<file path="src/rtl/adc_seq_pkg.sv">
package adc_seq_pkg;

    typedef enum logic [1:0] {
        PH_IDLE   = 2'd0,
        PH_DELAY  = 2'd1,
        PH_SAMPLE = 2'd2,
        PH_CONV   = 2'd3
    } seq_phase_e;

    typedef struct packed {
        logic       scan;
        logic [1:0] trs;
        logic [1:0] cks;
    } seq_cfg_t;

    localparam logic [1:0] TRIG_FROM_PIN = 2'b11;

endpackage

</file>
<file path="src/rtl/adc_trig_edge.sv">
module adc_trig_edge #(
    parameter int SYNC_STAGES = 2
) (
    input  logic clk,
    input  logic rst_n,
    input  logic pin_n_i,
    output logic fall_o
);
    localparam int CHAIN_W = SYNC_STAGES + 1;

    logic [CHAIN_W-1:0] chain_d, chain_q;

    always_comb begin
        chain_d = {chain_q[CHAIN_W-2:0], pin_n_i};
    end

    always_ff @(posedge clk or negedge rst_n) begin
        if (!rst_n) chain_q <= '1;
        else        chain_q <= chain_d;
    end

    // last stage holds the previous synchronized value
    assign fall_o = chain_q[CHAIN_W-1] & ~chain_q[CHAIN_W-2];

endmodule

</file>
<file path="src/rtl/adc_phase_lut.sv">
module adc_phase_lut #(
    parameter int BASE_STATES = 512,
    parameter int SMP_SHIFT   = 2,
    parameter int DLY_SHIFT   = 5,
    parameter int DLY_EXTRA   = 2,
    parameter int CW          = 10
) (
    input  logic [1:0]    cks_i,
    output logic [CW-1:0] dly_m1_o,
    output logic [CW-1:0] smp_m1_o,
    output logic [CW-1:0] cnv_m1_o
);
    localparam int N_SEL = 4;

    logic [CW-1:0] dly_tab [N_SEL];
    logic [CW-1:0] smp_tab [N_SEL];
    logic [CW-1:0] cnv_tab [N_SEL];

    for (genvar i = 0; i < N_SEL; i++) begin : g_sel
        localparam int T_ST = BASE_STATES >> i;
        localparam int S_ST = (T_ST >> SMP_SHIFT) - 1;
        localparam int D_ST = (T_ST >> DLY_SHIFT) + DLY_EXTRA;
        assign dly_tab[i] = CW'(D_ST - 1);
        assign smp_tab[i] = CW'(S_ST - 1);
        assign cnv_tab[i] = CW'(T_ST - S_ST - 1);
    end

    assign dly_m1_o = dly_tab[cks_i];
    assign smp_m1_o = smp_tab[cks_i];
    assign cnv_m1_o = cnv_tab[cks_i];

endmodule

</file>
<file path="src/rtl/adc_start_seq.sv">
module adc_start_seq
    import adc_seq_pkg::*;
#(
    parameter int NUM_CH      = 4,
    parameter int BASE_STATES = 512,
    parameter int SMP_SHIFT   = 2,
    parameter int DLY_SHIFT   = 5,
    parameter int DLY_EXTRA   = 2,
    parameter int SYNC_STAGES = 2,
    localparam int CHW        = (NUM_CH > 1) ? $clog2(NUM_CH) : 1
) (
    input  logic           clk,
    input  logic           rst_n,
    input  logic           ext_trig_n,
    input  logic           reg_we,
    input  logic           reg_start,
    input  logic           reg_scan,
    input  logic [1:0]     reg_trig_sel,
    input  logic [1:0]     reg_clk_sel,
    output logic           start_bit,
    output logic           sample_strobe,
    output logic           busy,
    output logic           conv_done,
    output logic [CHW-1:0] chan_idx
);
    localparam int CW = $clog2(BASE_STATES + 1);
    localparam logic [CHW-1:0] LAST_CH = CHW'(NUM_CH - 1);

    typedef struct packed {
        seq_phase_e    phase;
        logic [CW-1:0] cnt;
        logic          start;
        logic          done;
        logic [CHW-1:0] ch;
        seq_cfg_t      cfg;
    } seq_state_t;

    seq_state_t    st_d, st_q;
    seq_cfg_t      cfg_eff;
    logic          is_idle;
    logic          sw_clear;
    logic          trig_fall;
    logic [CW-1:0] dly_m1, smp_m1, cnv_m1;

    adc_trig_edge #(.SYNC_STAGES(SYNC_STAGES)) u_edge (
        .clk    (clk),
        .rst_n  (rst_n),
        .pin_n_i(ext_trig_n),
        .fall_o (trig_fall)
    );

    adc_phase_lut #(
        .BASE_STATES(BASE_STATES),
        .SMP_SHIFT  (SMP_SHIFT),
        .DLY_SHIFT  (DLY_SHIFT),
        .DLY_EXTRA  (DLY_EXTRA),
        .CW         (CW)
    ) u_lut (
        .cks_i   (cfg_eff.cks),
        .dly_m1_o(dly_m1),
        .smp_m1_o(smp_m1),
        .cnv_m1_o(cnv_m1)
    );

    // configuration is taken only while idle
    always_comb begin
        is_idle  = (st_q.phase == PH_IDLE);
        sw_clear = reg_we & ~reg_start;
        if (is_idle && reg_we) begin
            cfg_eff.scan = reg_scan;
            cfg_eff.trs  = reg_trig_sel;
            cfg_eff.cks  = reg_clk_sel;
        end else begin
            cfg_eff = st_q.cfg;
        end
    end

    always_comb begin
        st_d      = st_q;
        st_d.done = 1'b0;
        st_d.cfg  = cfg_eff;

        unique case (st_q.phase)
            PH_IDLE: begin
                if (st_q.start) begin
                    st_d.ch = '0;
                    if (cfg_eff.scan) begin
                        st_d.phase = PH_SAMPLE;
                        st_d.cnt   = smp_m1;
                    end else begin
                        st_d.phase = PH_DELAY;
                        st_d.cnt   = dly_m1;
                    end
                end
            end
            PH_DELAY: begin
                if (st_q.cnt == '0) begin
                    st_d.phase = PH_SAMPLE;
                    st_d.cnt   = smp_m1;
                end else begin
                    st_d.cnt = st_q.cnt - 1'b1;
                end
            end
            PH_SAMPLE: begin
                if (st_q.cnt == '0) begin
                    st_d.phase = PH_CONV;
                    st_d.cnt   = cnv_m1;
                end else begin
                    st_d.cnt = st_q.cnt - 1'b1;
                end
            end
            PH_CONV: begin
                if (st_q.cnt == '0) begin
                    st_d.done = 1'b1;
                    if (st_q.cfg.scan) begin
                        st_d.phase = PH_SAMPLE;
                        st_d.cnt   = smp_m1;
                        st_d.ch    = (st_q.ch == LAST_CH) ? '0 : st_q.ch + 1'b1;
                    end else begin
                        st_d.phase = PH_IDLE;
                        st_d.start = 1'b0;
                    end
                end else begin
                    st_d.cnt = st_q.cnt - 1'b1;
                end
            end
            default: st_d.phase = PH_IDLE;
        endcase

        // pin edge acts like a software set, only when idle
        if (is_idle && trig_fall && cfg_eff.trs == TRIG_FROM_PIN) begin
            st_d.start = 1'b1;
        end
        if (is_idle && reg_we && reg_start) begin
            st_d.start = 1'b1;
        end
        // software clear wins and aborts
        if (sw_clear) begin
            st_d.start = 1'b0;
            st_d.phase = PH_IDLE;
            st_d.cnt   = '0;
            st_d.ch    = '0;
            st_d.done  = 1'b0;
        end
    end

    always_ff @(posedge clk or negedge rst_n) begin
        if (!rst_n) begin
            st_q.phase <= PH_IDLE;
            st_q.cnt   <= '0;
            st_q.start <= 1'b0;
            st_q.done  <= 1'b0;
            st_q.ch    <= '0;
            st_q.cfg   <= '0;
        end else begin
            st_q <= st_d;
        end
    end

    logic scan_cfg;
    assign scan_cfg      = st_q.cfg.scan;
    assign start_bit     = st_q.start;
    assign busy          = (st_q.phase != PH_IDLE);
    assign sample_strobe = (st_q.phase == PH_SAMPLE);
    assign conv_done     = st_q.done;
    assign chan_idx      = st_q.ch;

endmodule

</file>
<file path="config.mk">
export PLATFORM = sky130hd
export DESIGN_NAME = adc_start_seq
export DESIGN_NICKNAME = d
export VERILOG_FILES = /design/src/rtl/adc_seq_pkg.sv /design/src/rtl/adc_trig_edge.sv /design/src/rtl/adc_phase_lut.sv /design/src/rtl/adc_start_seq.sv
export SDC_FILE = /design/constraint.sdc
export NUM_CORES = 1
export LEC_CHECK = 0
export BUFFER_PORTS_ARGS = -buffer_cell sky130_fd_sc_hd__buf_4
export CAP_MARGIN = 20
export CORE_MARGIN = 2
export CORE_UTILIZATION = 45
export CTS_CLUSTER_DIAMETER = 60
export DETAILED_ROUTE_END_ITERATION = 7
export GPL_TIMING_DRIVEN = 0
export PLACE_DENSITY = 0.63
export SLEW_MARGIN = 20
export SYNTH_ARGS = -nofsm -noshare
export SYNTH_HDL_FRONTEND = slang
export SYNTH_SLANG_ARGS = --single-unit
</file>
<file path="constraint.sdc">
create_clock -name clk -period 3.1 [get_ports clk]
set_input_delay 0.155 -clock clk [delete_from_list [all_inputs] [get_ports clk]]
set_output_delay 0.155 -clock clk [all_outputs]
set_load 0.01 [all_outputs]
</file>
# Word level (Yosys, flattened, before mapping)
# Cells that the tools add are included.
[word_totals]
output_inout_bits = 6
regBits = 24
[op_classes]
n_eq_ne = 12
mux = 31
reduce_logical = 14
order_cmp = 1
n_addsub = 2
bitwise = 5
[op_table]
columns = ["op", "count"]
rows = [
  ["10-bit 2-to-1 mux", 10],
  ["10-bit binary-select mux with 2-bit select", 3],
  ["12-bit case mux with 4 select lines", 1],
  ["12-bit 2-to-1 mux", 2],
  ["16-bit 2-to-1 mux", 1],
  ["2-bit 2-to-1 mux", 8],
  ["10-bit zero test", 1],
  ["10-bit by 1-bit subtractor with 10-bit output (second input constant)", 1],
  ["3-bit != test (second input constant)", 3],
  ["2-bit == test (second input constant)", 4],
  ["4-bit AND reduction", 2],
  ["4-bit nonzero test", 2],
  ["5-bit 2-to-1 mux", 1],
  ["1-bit logical AND", 4],
  ["4-bit 2-to-1 mux", 1],
  ["4-bit by 1-bit != test with 1-bit output (second input constant)", 1],
  ["4-bit != test (second input constant)", 1],
  ["2-bit case mux with 2 select lines", 1],
  ["3-bit >= comparator (second input constant)", 1],
  ["1-bit 2-to-1 mux", 3],
  ["3-bit by 1-bit != test with 1-bit output (second input constant)", 1],
  ["3-bit by 2-bit != test with 1-bit output (second input constant)", 1],
  ["2-bit inverter with 3-bit output", 1],
  ["3-bit AND reduction", 1],
  ["8 further kinds", 10],
]

# Longest topological paths before layout
# Gate-level depths: netlist (run 1).
[logic_depth]
depth_word = 11
mapped_depth = 11

# Modules after synthesis
# From an unflattened synthesis (run 1), not the netlist that was laid out.
[unflattened]
cells_unflattened = 219
hier_area_um2 = 1924.3
[modules_own_cells]
columns = ["mod", "seq_area_each_um2", "area_each_um2", "cells_per_inst", "n_inst"]
rows = [
  ["adc_start_seq", 525.5, 1577.8, 182, 1],
  ["adc_phase_lut", 0.0, 254.0, 33, 1],
  ["adc_trig_edge", 78.8, 92.6, 4, 1],
]

# Worst setup path after synthesis (run 1)
# No wires, ideal clock.
[synth_timing]
path_kind = "reg-to-reg"
startpoint = "register st_q[20] (netlist bit)"
endpoint = "register st_q[15] (netlist bit)"
stages_incl_launch_ff = 11
setup_time_ns = 0.121
n_path_buf = 1
arrival_ns = 2.016
setup_slack_ns = 0.963
path_cell_list = "dfrtp_1 > nor2_2 > and2_4 > buf_6 > mux2i_1 > ha_1 > nor3b_1 > a21oi_1 > o211ai_1 > a31oi_1 > o22a_1"
[synth_between]
elab_chain_cells = 11
[synth_rtl]
columns = ["item", "line", "rtl"]
rows = [
  ["from (decl)", "adc_start_seq.sv:38", "seq_state_t st_d, st_q;"],
  ["from (signal assigned)", "adc_start_seq.sv:156", "st_q <= st_d;"],
  ["2-bit zero test", "adc_start_seq.sv:67, adc_start_seq.sv:83", ""],
  ["1-bit logical AND", "adc_start_seq.sv:69", "if (is_idle && reg_we) begin"],
  ["5-bit 2-to-1 mux", "adc_start_seq.sv:69", ""],
  ["2-bit inverter with 3-bit output (implied by the code)", "adc_phase_lut.sv:28, adc_phase_lut.sv:29, adc_phase_lut.sv:30", ""],
  ["10-bit binary-select mux with 2-bit select, on equally long branches", "adc_phase_lut.sv:29, adc_phase_lut.sv:28", ""],
  ["10-bit 2-to-1 mux, on equally long branches (2 in series)", "adc_phase_lut.sv:29, adc_phase_lut.sv:28", ""],
  ["10-bit 2-to-1 mux or 12-bit 2-to-1 mux (tied branches)", "adc_start_seq.sv:115, adc_start_seq.sv:87", ""],
  ["10-bit 2-to-1 mux or 12-bit 2-to-1 mux (tied branches)", "adc_start_seq.sv:113, adc_start_seq.sv:85", ""],
  ["12-bit case mux with 4 select lines", "adc_start_seq.sv:83", "unique case (st_q.phase)"],
  ["16-bit 2-to-1 mux", "adc_start_seq.sv:138", "if (sw_clear) begin"],
]
# Several ways; a longest one is shown, not always the timed one. The select of a mux whose other input is x is not followed.
# A chain may end at the register's enable or synchronous reset.

# Worst setup path after layout (run 1)
# Same ends and word-level chain as after synthesis.

==> impl_metrics.json, run 1 <==
{
  "setup_ws_ps": 637,
  "fp.dieH_um": 62.1,
  "cp_num_buf_inv": 1,
  "numCtsBuffers": 3,
  "finalHoldWorstSlack_ps": 38.9,
  "synth_area_leaders": "dfrtp_1 35%, ha_1 6.6%, dfstp_2 5.2%",
  "synth_top_family_by_area": "simple AND/OR/NAND/NOR gates",
  "regArea_um2": 604,
  "synthAdderAreaFrac": 0.0660,
  "place_inst": 224,
  "slew_violations": 0,
  "drt-pass1-iter-count": 4,
  "post-route-min-period_ps": 2460,
  "track_usage": 0.207,
  "ys_ff_latch": 24,
  "synth_compound_area_frac": 0.201,
  "start_util": 0.462,
  "finalSetupTns_ps": 0,
  "syn-instance-count": 163,
  "status": "complete, no violations",
  "grt_start_max_net_pins": 25,
  "cp_top_family": "compound AO/OA/AOI/OAI gates",
  "synth.yosys.seq_area_share": 0.398,
  "ctsLongestPathBuffers": 2,
  "place.gp.congestion": 0.834,
  "critPathSlowestCell": "dfrtp_1",
  "drive_gt1_frac": 0.207,
  "fill_cells": 312,
  "first_global_vias": 1233,
  "synth_edf_count": 0,
  "rows": 21,
  "core_area_um2": 3280,
  "instances_no_fill": 230,
  "setup_viol": 0,
  "wl_um": 3450,
  "vias": 1317,
  "cp-end-kind": "flop",
  "dp_slack_ps": 711,
  "die-area_um2": 3850,
  "synth-main-ff-cell": "dfrtp_1",
  "postRouteAntennaNets": 0,
  "crit_type": "flop to flop",
  "die_x_um": 62.1,
  "hold_viol": 0,
  "ys_warn_count": 0,
  "crit_required_ps": 3350,
  "irDropWorstVdd_mv": 0.332,
  "post_cts_resized": 0,
  "place_hpwl_um": 2590,
  "cts_root_buf": "clkbuf_4",
  "grt_pass1_wl_um": 5810,
  "r2r_setup_slack_ps": 640,
  "slew_headroom": 0.682,
  "p_leak_nw": 0.783,
  "netlist_area_um2": 1520,
  "wire_per_inst_um": 15.0,
  "met3_usage": 0.0455,
  "busiest_layer": "met2",
  "synth_xor_area_frac": 0.00577,
  "synth.top_cell.area_share": 0.346,
  "cpPeakStageDelay_ps": 500,
  "multiInputGateArea_um2": 825,
  "clock_sinks": 24,
  "drc": 0,
  "max_freq_mhz": 406,
  "p_total_mw": 1.68,
  "groute.layer.met1.usage": 0.274,
  "muxShareOfSynthArea": 0.0511,
  "worstHoldPathType": "input pin to flop",
  "area_growth_pct": 16.0,
  "cp_max_fo": 9,
  "powerDensity_nw_per_um2": 957,
  "cts_max_level": 1,
  "nNetsFinal": 203,
  "crit_chain": "nor2_2 -> and2_4 -> buf_6 -> mux2i_1 -> ha_1 -> nor3b_1 -> a21oi_1 -> o211ai_1 -> a31oi_1 -> o22a_1",
  "synth_top_area_cell": "dfrtp_1",
  "cts_setup_buffers": 0,
  "grt_use_met2": 0.327,
  "clock_latency_ps": 340,
  "cp.arrival_ps": 2710,
  "tightest_slew_ps": 478,
  "drt-initial-drc-count": 92,
  "clock_skew_ps": 12.7,
  "via_per_inst": 5.73,
  "tritoncts": "built",
  "cap_violations": 0,
  "async_reset_ff_frac": 1.00,
  "fin_crit_sh": 0.795,
  "rsz0062_at_grt": "false",
  "ys_types": 53,
  "synth_nets": 181,
  "avgSynthCellArea_um2": 9.31,
  "pin_count": 16,
  "gr-total-overflow": 0,
  "diodes": 0,
  "startpoint_type": "flop",
  "io_buffers": 15,
  "synthSimpleGateAreaFrac": 0.219,
  "path_clk_slew_ps": 150,
  "antenna_found_initial": 0
}
-- sequential cells by signal (all words and copies together) (netlist names) --
signal	count
chan_idx	2
conv_done	1
scan_cfg	1
st_q	16
start_bit	1
u_edge.chain_q	3
-- synth_stat cells (4+ instances only) --
| cell type | number |
|---|---|
| or3_1 | 4 |
| o21ai_1 | 6 |
| dfrtp_1 | 21 |
| nor2_1 | 9 |
| inv_1 | 10 |
| nand2_1 | 17 |
| o21ai_0 | 4 |
| a31oi_1 | 4 |
| ha_1 | 8 |
| mux2i_1 | 4 |
| a21oi_1 | 10 |
| o221ai_1 | 4 |
| nor3_1 | 6 |
-- area by class of cell --
type / count / share of cell area
Buffer: 8 / 0.0270
Tap cell: 46 / 0.0327
Sequential cell: 24 / 0.343
Inverter: 11 / 0.0235
Clock inverter: 1 / 0.0171
Multi-Input combinational cell: 120 / 0.468
Timing Repair Buffer: 17 / 0.0753
Clock buffer: 3 / 0.0128
-- cell families after synthesis --
kind of cell	after synthesis
multiplexers	7
buffers and inverters	19
adder cells (fa/ha/maj)	8
AND/OR/NAND/NOR	59
XOR/XNOR	1
flip-flops	24
AO/OA/AOI/OAI	45
-- cells in the final DEF, fill, tap and decap left out, types with 2 or more instances in the layout --
cell type / count
nand3_1: 3
a2bb2oi_1: 2
clkbuf_1: 2
dfrtp_1: 21
clkbuf_4: 3
mux2i_1: 4
nand2_1: 17
nor2b_1: 2
dlygate4sd3_1: 2
o221ai_1: 4
mux2_2: 2
a31oi_1: 4
nor2_1: 9
nor3_1: 6
buf_4: 17
ha_1: 8
nand4_1: 2
buf_2: 2
inv_1: 10
o21ai_0: 4
o211ai_1: 3
and3_1: 2
dfstp_2: 3
o22a_1: 2
o21ai_1: 6
or3_1: 4
nor3_2: 2
a21oi_1: 10
-- metal layers --
layer	routed length, um	vias to the layer above
met5	0	-
met4	49	0
met3	200	4
met2	1660	43
met1	1550	635
li1	-	635
-- power breakdown --
| part | internal [mW] | switching, mW | total, mW |
|---|---|---|---|
| Combinational | 0.393 | 0.490 | 0.884 |
| Clock | 0.131 | 0.106 | 0.237 |
| Sequential | 0.429 | 0.135 | 0.564 |
| Total | 0.953 | 0.732 | 1.68 |
-- worst paths after layout --
kind / start / to / cells after the start
max in group asynchronous: rst_n / u_edge.chain_q[1] / 2
min in group asynchronous: rst_n / chan_idx[0] / 2
worst min register to register: u_edge.chain_q[0] / u_edge.chain_q[1] / 0
worst max register to register: st_q[20] / st_q[15] / 10
worst min-delay path: reg_trig_sel[0] / st_q[2] / 2
worst max-delay path: st_q[20] / st_q[15] / 10
-- through the flow --
step	area (um2)	util
finish	1760	0.536
global placement	1690	0.514
detailed placement	1690	0.514
CTS	1760	0.536
global route	1760	0.536
floorplan	1520	-
-- timing repair --
action	in CTS	in global routing
hold buffers	2	0
endpoints found under the hold margin	25	0
endpoints found under the setup margin	0	0
Note: power is estimated with default switching activity, not from simulation.
==> run 2: changes to the inputs <==
ABC_AREA = 1   (was unset)
PLACE_DENSITY = 0.62   (was 0.63)
clock period = 2.4 ns   (was 3.1 ns; I/O delays follow)
==> run 2 against run 1 <==
Against the previous run: flip-flop and latch count stayed put; via count is 6.6% higher; worst hold slack worse by 5.5 ps; fmax is 20% higher; die area is 5.3% higher; total power is 35% higher; clock power is 4% lower; utilization is 0.41 points higher; count of clock-buffer cells in the layout is 1 higher; clock skew is 6.0 ps lower; largest cell class unchanged.
==> impl_metrics.json, run 2 <==
{
  "status": "complete, no violations",
  "multiInputGateArea_um2": 890,
  "nNetsFinal": 253,
  "p_seq_frac": 0.306,
  "muxShareOfSynthArea": 0,
  "antenna_found_initial": 0,
  "clock_latency_ps": 340,
  "met3_usage": 0.0304,
  "track_usage": 0.193,
  "max_freq_mhz": 485,
  "hold_path_end": "st_q[2]",
  "regMostFlops": "st_q",
  "grt_use_met2": 0.303,
  "ys_ff_latch": 24,
  "hold_viol": 0,
  "p_leak_nw": 0.960,
  "netlist_area_um2": 1600,
  "die-area_um2": 4060,
  "clock_sinks": 24,
  "cp_max_fo": 9,
  "r2r-end": "st_q[13]",
  "crit_top_cell": "nand2_1",
  "combPwrFrac": 0.593,
  "tritoncts": "built",
  "wire_per_inst_um": 12.2,
  "cp-end-kind": "flop",
  "synth_compound_area_frac": 0.0686,
  "synth_xor_area_frac": 0.0273,
  "r2r_setup_slack_ps": 340,
  "diodes": 0,
  "synth_nets": 231,
  "cts_max_level": 1,
  "internal-power_mw": 1.13,
  "core_area_um2": 3390,
  "cap_violations": 0,
  "tightest_slew_ps": 340,
  "rsz0062_at_grt": "false",
  "swShare": 0.505,
  "fill_cells": 330,
  "fin_crit_sh": 0.859,
  "powerDensity_nw_per_um2": 1250,
  "pin_count": 16,
  "ys_warn_count": 0,
  "p_sw_mw": 1.15,
  "ctsLongestPathBuffers": 2,
  "synth_edf_count": 0,
  "synth_area_leaders": "dfrtp_1 33%, nand2_1 15%, ha_1 6.2%",
  "place_hpwl_um": 2580,
  "async_reset_ff_frac": 1.00,
  "regArea_um2": 604,
  "cp.arrival_ps": 2300,
  "synth.top_cell.area_share": 0.328,
  "cp_num_buf_inv": 1,
  "drt-initial-drc-count": 67,
  "drive_gt1_frac": 0.197,
  "synth.yosys.seq_area_share": 0.377,
  "p_clk_frac": 0.100,
  "via_per_inst": 5.01,
  "vias": 1404,
  "ys_types": 31,
  "min_from": "reg_trig_sel[0]",
  "die_x_um": 63.7,
  "drt-pass1-iter-count": 4,
  "fp.dieH_um": 63.7,
  "crit_required_ps": 2640,
  "synthSimpleGateAreaFrac": 0.396,
  "rows": 21,
  "mostFrequentLayoutCells": "62 x nand2_1, 23 x nor2_1, 21 x dfrtp_1",
  "crit_type": "flop to flop",
  "setup_viol": 0,
  "drc": 0,
  "place.gp.congestion": 0.902,
  "rr_startpoint": "st_q[19]",
  "synth_top_family_by_area": "simple AND/OR/NAND/NOR gates",
  "busiest_layer": "met2",
  "area_growth_pct": 14.1,
  "synth.most_common_cell": "nand2_1",
  "cts_setup_buffers": 0,
  "irDropWorstVdd_mv": 0.514,
  "slew_violations": 0,
  "start_util": 0.473,
  "grt_start_max_net_pins": 25,
  "avgSynthCellArea_um2": 7.53,
  "worstHoldPathType": "input pin to flop",
  "final_common_cell": "nand2_1",
  "synth_common_cells": "62 x nand2_1, 23 x nor2_1, 21 x dfrtp_1",
  "syn-instance-count": 213,
  "cp_top_family": "simple AND/OR/NAND/NOR gates",
  "rr_worst_depth": 11,
  "worstHoldPathCells": 3,
  "groute.layer.met1.usage": 0.271,
  "gr-total-overflow": 0,
  "synthAdderAreaFrac": 0.0624,
  "synth-main-ff-cell": "dfrtp_1",
  "final_util": 0.540,
  "postRouteAntennaNets": 0,
  "numCtsBuffers": 3,
  "cts_root_buf": "clkbuf_4",
  "critPathSlowestCell": "dfrtp_1",
  "cpPeakStageDelay_ps": 520,
  "first_global_vias": 1346,
  "slew_headroom": 0.773,
  "crit_chain": "nor2_8 -> nand2_4 -> o21ai_1 -> inv_1 -> ha_1 -> o21ai_0 -> nand2_1 -> o21ai_0 -> nor2_1 -> nand2_1 -> nand2_1",
  "startpoint_type": "flop",
  "wl_um": 3410,
  "grt_pass1_wl_um": 6160,
  "finalSetupTns_ps": 0,
  "largest_reg_flops": 16,
  "post-route-min-period_ps": 2060,
  "path_clk_slew_ps": 140,
  "io_buffers": 15,
  "clock_skew_ps": 6.75,
  "synth_top_area_cell": "dfrtp_1"
}
==> run 2: logic make-up after synthesis <==
| kind of cell | Yosys count |
|---|---|
| xor+xnor | 5 |
| fa+ha+maj | 8 |
| simple gates | 129 |
| flops | 24 |
| buf+inv | 26 |
| compound gates | 21 |
==> run 2: how the worst max path moves through the flow <==
stage	to	depth (start not counted)	start
3_3_place_gp	st_q[13]	11	st_q[19]
3_5_place_dp	st_q[13]	11	st_q[19]
5_1_grt	st_q[13]	12	st_q[19]
6_report	st_q[13]	11	st_q[19]
2_1_floorplan	st_q[13]	11	st_q[20]
4_1_cts	st_q[13]	11	st_q[19]
==> run 2: per-layer routing <==
metal  wire length [um]  vias up
met4                 47        0
met1               1710      652
met5                  0        -
met3                 90        5
met2               1570       20
li1                   -      727
==> run 2: worst reg2reg max path, cell delays in order (launching register included) <==
cell and delay, ps:
dfrtp_1 520, nor2_8 240, nand2_4 110, o21ai_1 240, inv_1 140, ha_1 230
o21ai_0 170, nand2_1 80, o21ai_0 80, nor2_1 50, nand2_1 60, nand2_1 50
==> run 2: layout make-up <==
class,instances,area share
repair buffers,17,0.0725
well taps,46,0.0314
inverters,24,0.0519
plain buffers,2,0.00820
clock buffers,4,0.0198
multi-input cells,163,0.486
flip-flops and latches,24,0.330
==> run 2: per-stage QoR <==
stage,worst slack (ps),power [mW],cell area [um2],cells,hold slack [ps]
final,339,2.28,1830,280,33.4
after global routing,132,2.54,1830,280,34.0
after CTS,227,2.28,1830,280,32.3
after detailed placement,257,2.05,1770,274,41.5
after global placement,268,2.03,1770,274,38.6
after floorplan,520,1.72,1600,213,-176
==> run 2: repair_timing <==
action,in CTS,in global routing
setup endpoints to repair,0,1
hold endpoints to repair,25,0
hold buffers,2,0
resized for setup,0,1
==> run 2: power groups by stage <==
stage,Sequential (mW),Clock [mW],Combinational [mW]
floorplan,0.674,0,1.05
global placement,0.701,0,1.33
detailed placement,0.704,0,1.34
CTS,0.696,0.230,1.35
global route,0.720,0.248,1.58
finish,0.700,0.228,1.35
==> run 3: changes to the inputs <==
CORE_MARGIN = unset   (was 2)
CTS_CLUSTER_SIZE = 40   (was unset)
==> run 3 against run 2 <==
Against the previous run: total power is 2.6% higher; wire length is 2.4% lower; combinational power hardly changed; flip-flop and latch count stayed put; sequential power hardly changed; sequential share of layout area is 0.29 points lower.
==> impl_metrics.json, run 3 (synthesis gave the netlist of run 2 again) <==
{
  "rows": 21,
  "cts_max_level": 1,
  "cap_violations": 0,
  "mostFrequentLayoutCells": "62 x nand2_1, 23 x nor2_1, 21 x dfrtp_1",
  "grt_pass1_wl_um": 5800,
  "powerDensity_nw_per_um2": 1270,
  "postRouteAntennaNets": 0,
  "place.gp.congestion": 0.916,
  "tritoncts": "built",
  "numCtsBuffers": 3,
  "cts_setup_buffers": 0,
  "grt_start_max_net_pins": 25,
  "crit_required_ps": 2670,
  "setup_viol": 0,
  "regMostFlops": "st_q",
  "max_freq_mhz": 490,
  "place_inst": 274,
  "wire_per_inst_um": 11.9,
  "clock_latency_ps": 320,
  "fp.dieH_um": 61.7,
  "irDropWorstVdd_mv": 0.664,
  "die-area_um2": 3810,
  "finalSetupTns_ps": 0,
  "largest_reg_flops": 16,
  "track_usage": 0.206,
  "vias": 1400,
  "tightest_slew_ps": 320,
  "diodes": 0,
  "startpoint_type": "flop",
  "post-route-min-period_ps": 2040,
  "antenna_found_initial": 0,
  "ctsLongestPathBuffers": 2,
  "area_growth_pct": 15.1,
  "worstHoldPathType": "input pin to flop",
  "status": "complete, no violations",
  "instances_no_fill": 280,
  "drive_gt1_frac": 0.197,
  "fin_crit_sh": 0.849,
  "pin_count": 16,
  "gr-total-overflow": 0,
  "cp_max_fo": 9,
  "wl_um": 3330,
  "clock_skew_ps": 3.69,
  "path_clk_slew_ps": 140,
  "nNetsFinal": 253,
  "slew_headroom": 0.787,
  "cp-end-kind": "flop",
  "hold_viol": 0,
  "rsz0062_at_grt": "false",
  "place_hpwl_um": 2580,
  "final_common_cell": "nand2_1",
  "io_buffers": 15,
  "cts_root_buf": "clkbuf_4",
  "cp.arrival_ps": 2300,
  "fill_cells": 346,
  "drt-initial-drc-count": 45,
  "via_per_inst": 5.00,
  "crit_type": "flop to flop",
  "core_area_um2": 3360,
  "drc": 0,
  "first_global_vias": 1323,
  "finalHoldWorstSlack_ps": 49.4,
  "start_util": 0.477,
  "clock_sinks": 24,
  "slew_violations": 0,
  "p_leak_nw": 0.967,
  "drt-pass1-iter-count": 4,
  "die_x_um": 61.7
}
## run 3: worst max-delay path: stages, from the launching register on
cell	delay, ps
dfrtp_1	500
nor2_8	250
nand2_4	110
o21ai_1	240
inv_1	140
ha_1	240
nand2_1	70
o21ai_0	70
nand2_1	60
o21ai_0	70
nor2_1	110
nand2_1	70
nand2_1	60
## run 3: where the power goes
group / switching (mW) / internal (mW)
sequential: 0.148 / 0.548
combinational: 0.862 / 0.489
clock: 0.126 / 0.169
## run 3: final cells by class
class | count | area (um2) | area share
Sequential cell | 24 | 604 | 0.327
Tap cell | 46 | 57.6 | 0.0312
Clock inverter | 1 | 30.0 | 0.0163
Buffer | 2 | 15.0 | 0.00813
Inverter | 24 | 95.1 | 0.0515
Clock buffer | 3 | 22.5 | 0.0122
Timing Repair Buffer | 17 | 133 | 0.0718
Multi-Input combinational cell | 163 | 890 | 0.482
## run 3: per-layer routing
metal,track usage,share of wire,vias to the layer above
met2,0.339,0.47,28
met1,0.282,0.48,643
met5,0,0,-
met3,0.0269,0.036,6
met4,0.0635,0.015,0
li1,-,-,723
## run 3: worst paths after layout
kind / slack [ps] / cells past startpoint / end / startpoint
max: 360 / 12 / st_q[13] / st_q[20]
min: 50 / 3 / st_q[2] / reg_trig_sel[0]
max reg2reg: 360 / 12 / st_q[13] / st_q[20]
min reg2reg: 370 / 0 / u_edge.chain_q[1] / u_edge.chain_q[0]
max in group asynchronous: 1900 / 2 / u_edge.chain_q[2] / rst_n
min in group asynchronous: 210 / 2 / chan_idx[0] / rst_n
## run 3: stage by stage
stage	cell area (um2)	total power, mW	setup WS, ps	util
floorplan	1600	1.72	520	-
global placement	1770	2.03	279	0.528
detailed placement	1770	2.05	243	0.528
CTS	1850	2.36	207	0.549
global route	1850	2.58	112	0.549
finish	1850	2.34	361	0.549
## run 3: what timing repair did
action / CTS / global route
hold buffers: 2 / 0
endpoints found under the setup margin: 0 / 1
hold endpoints to repair: 25 / 0
resized for setup: 0 / 1
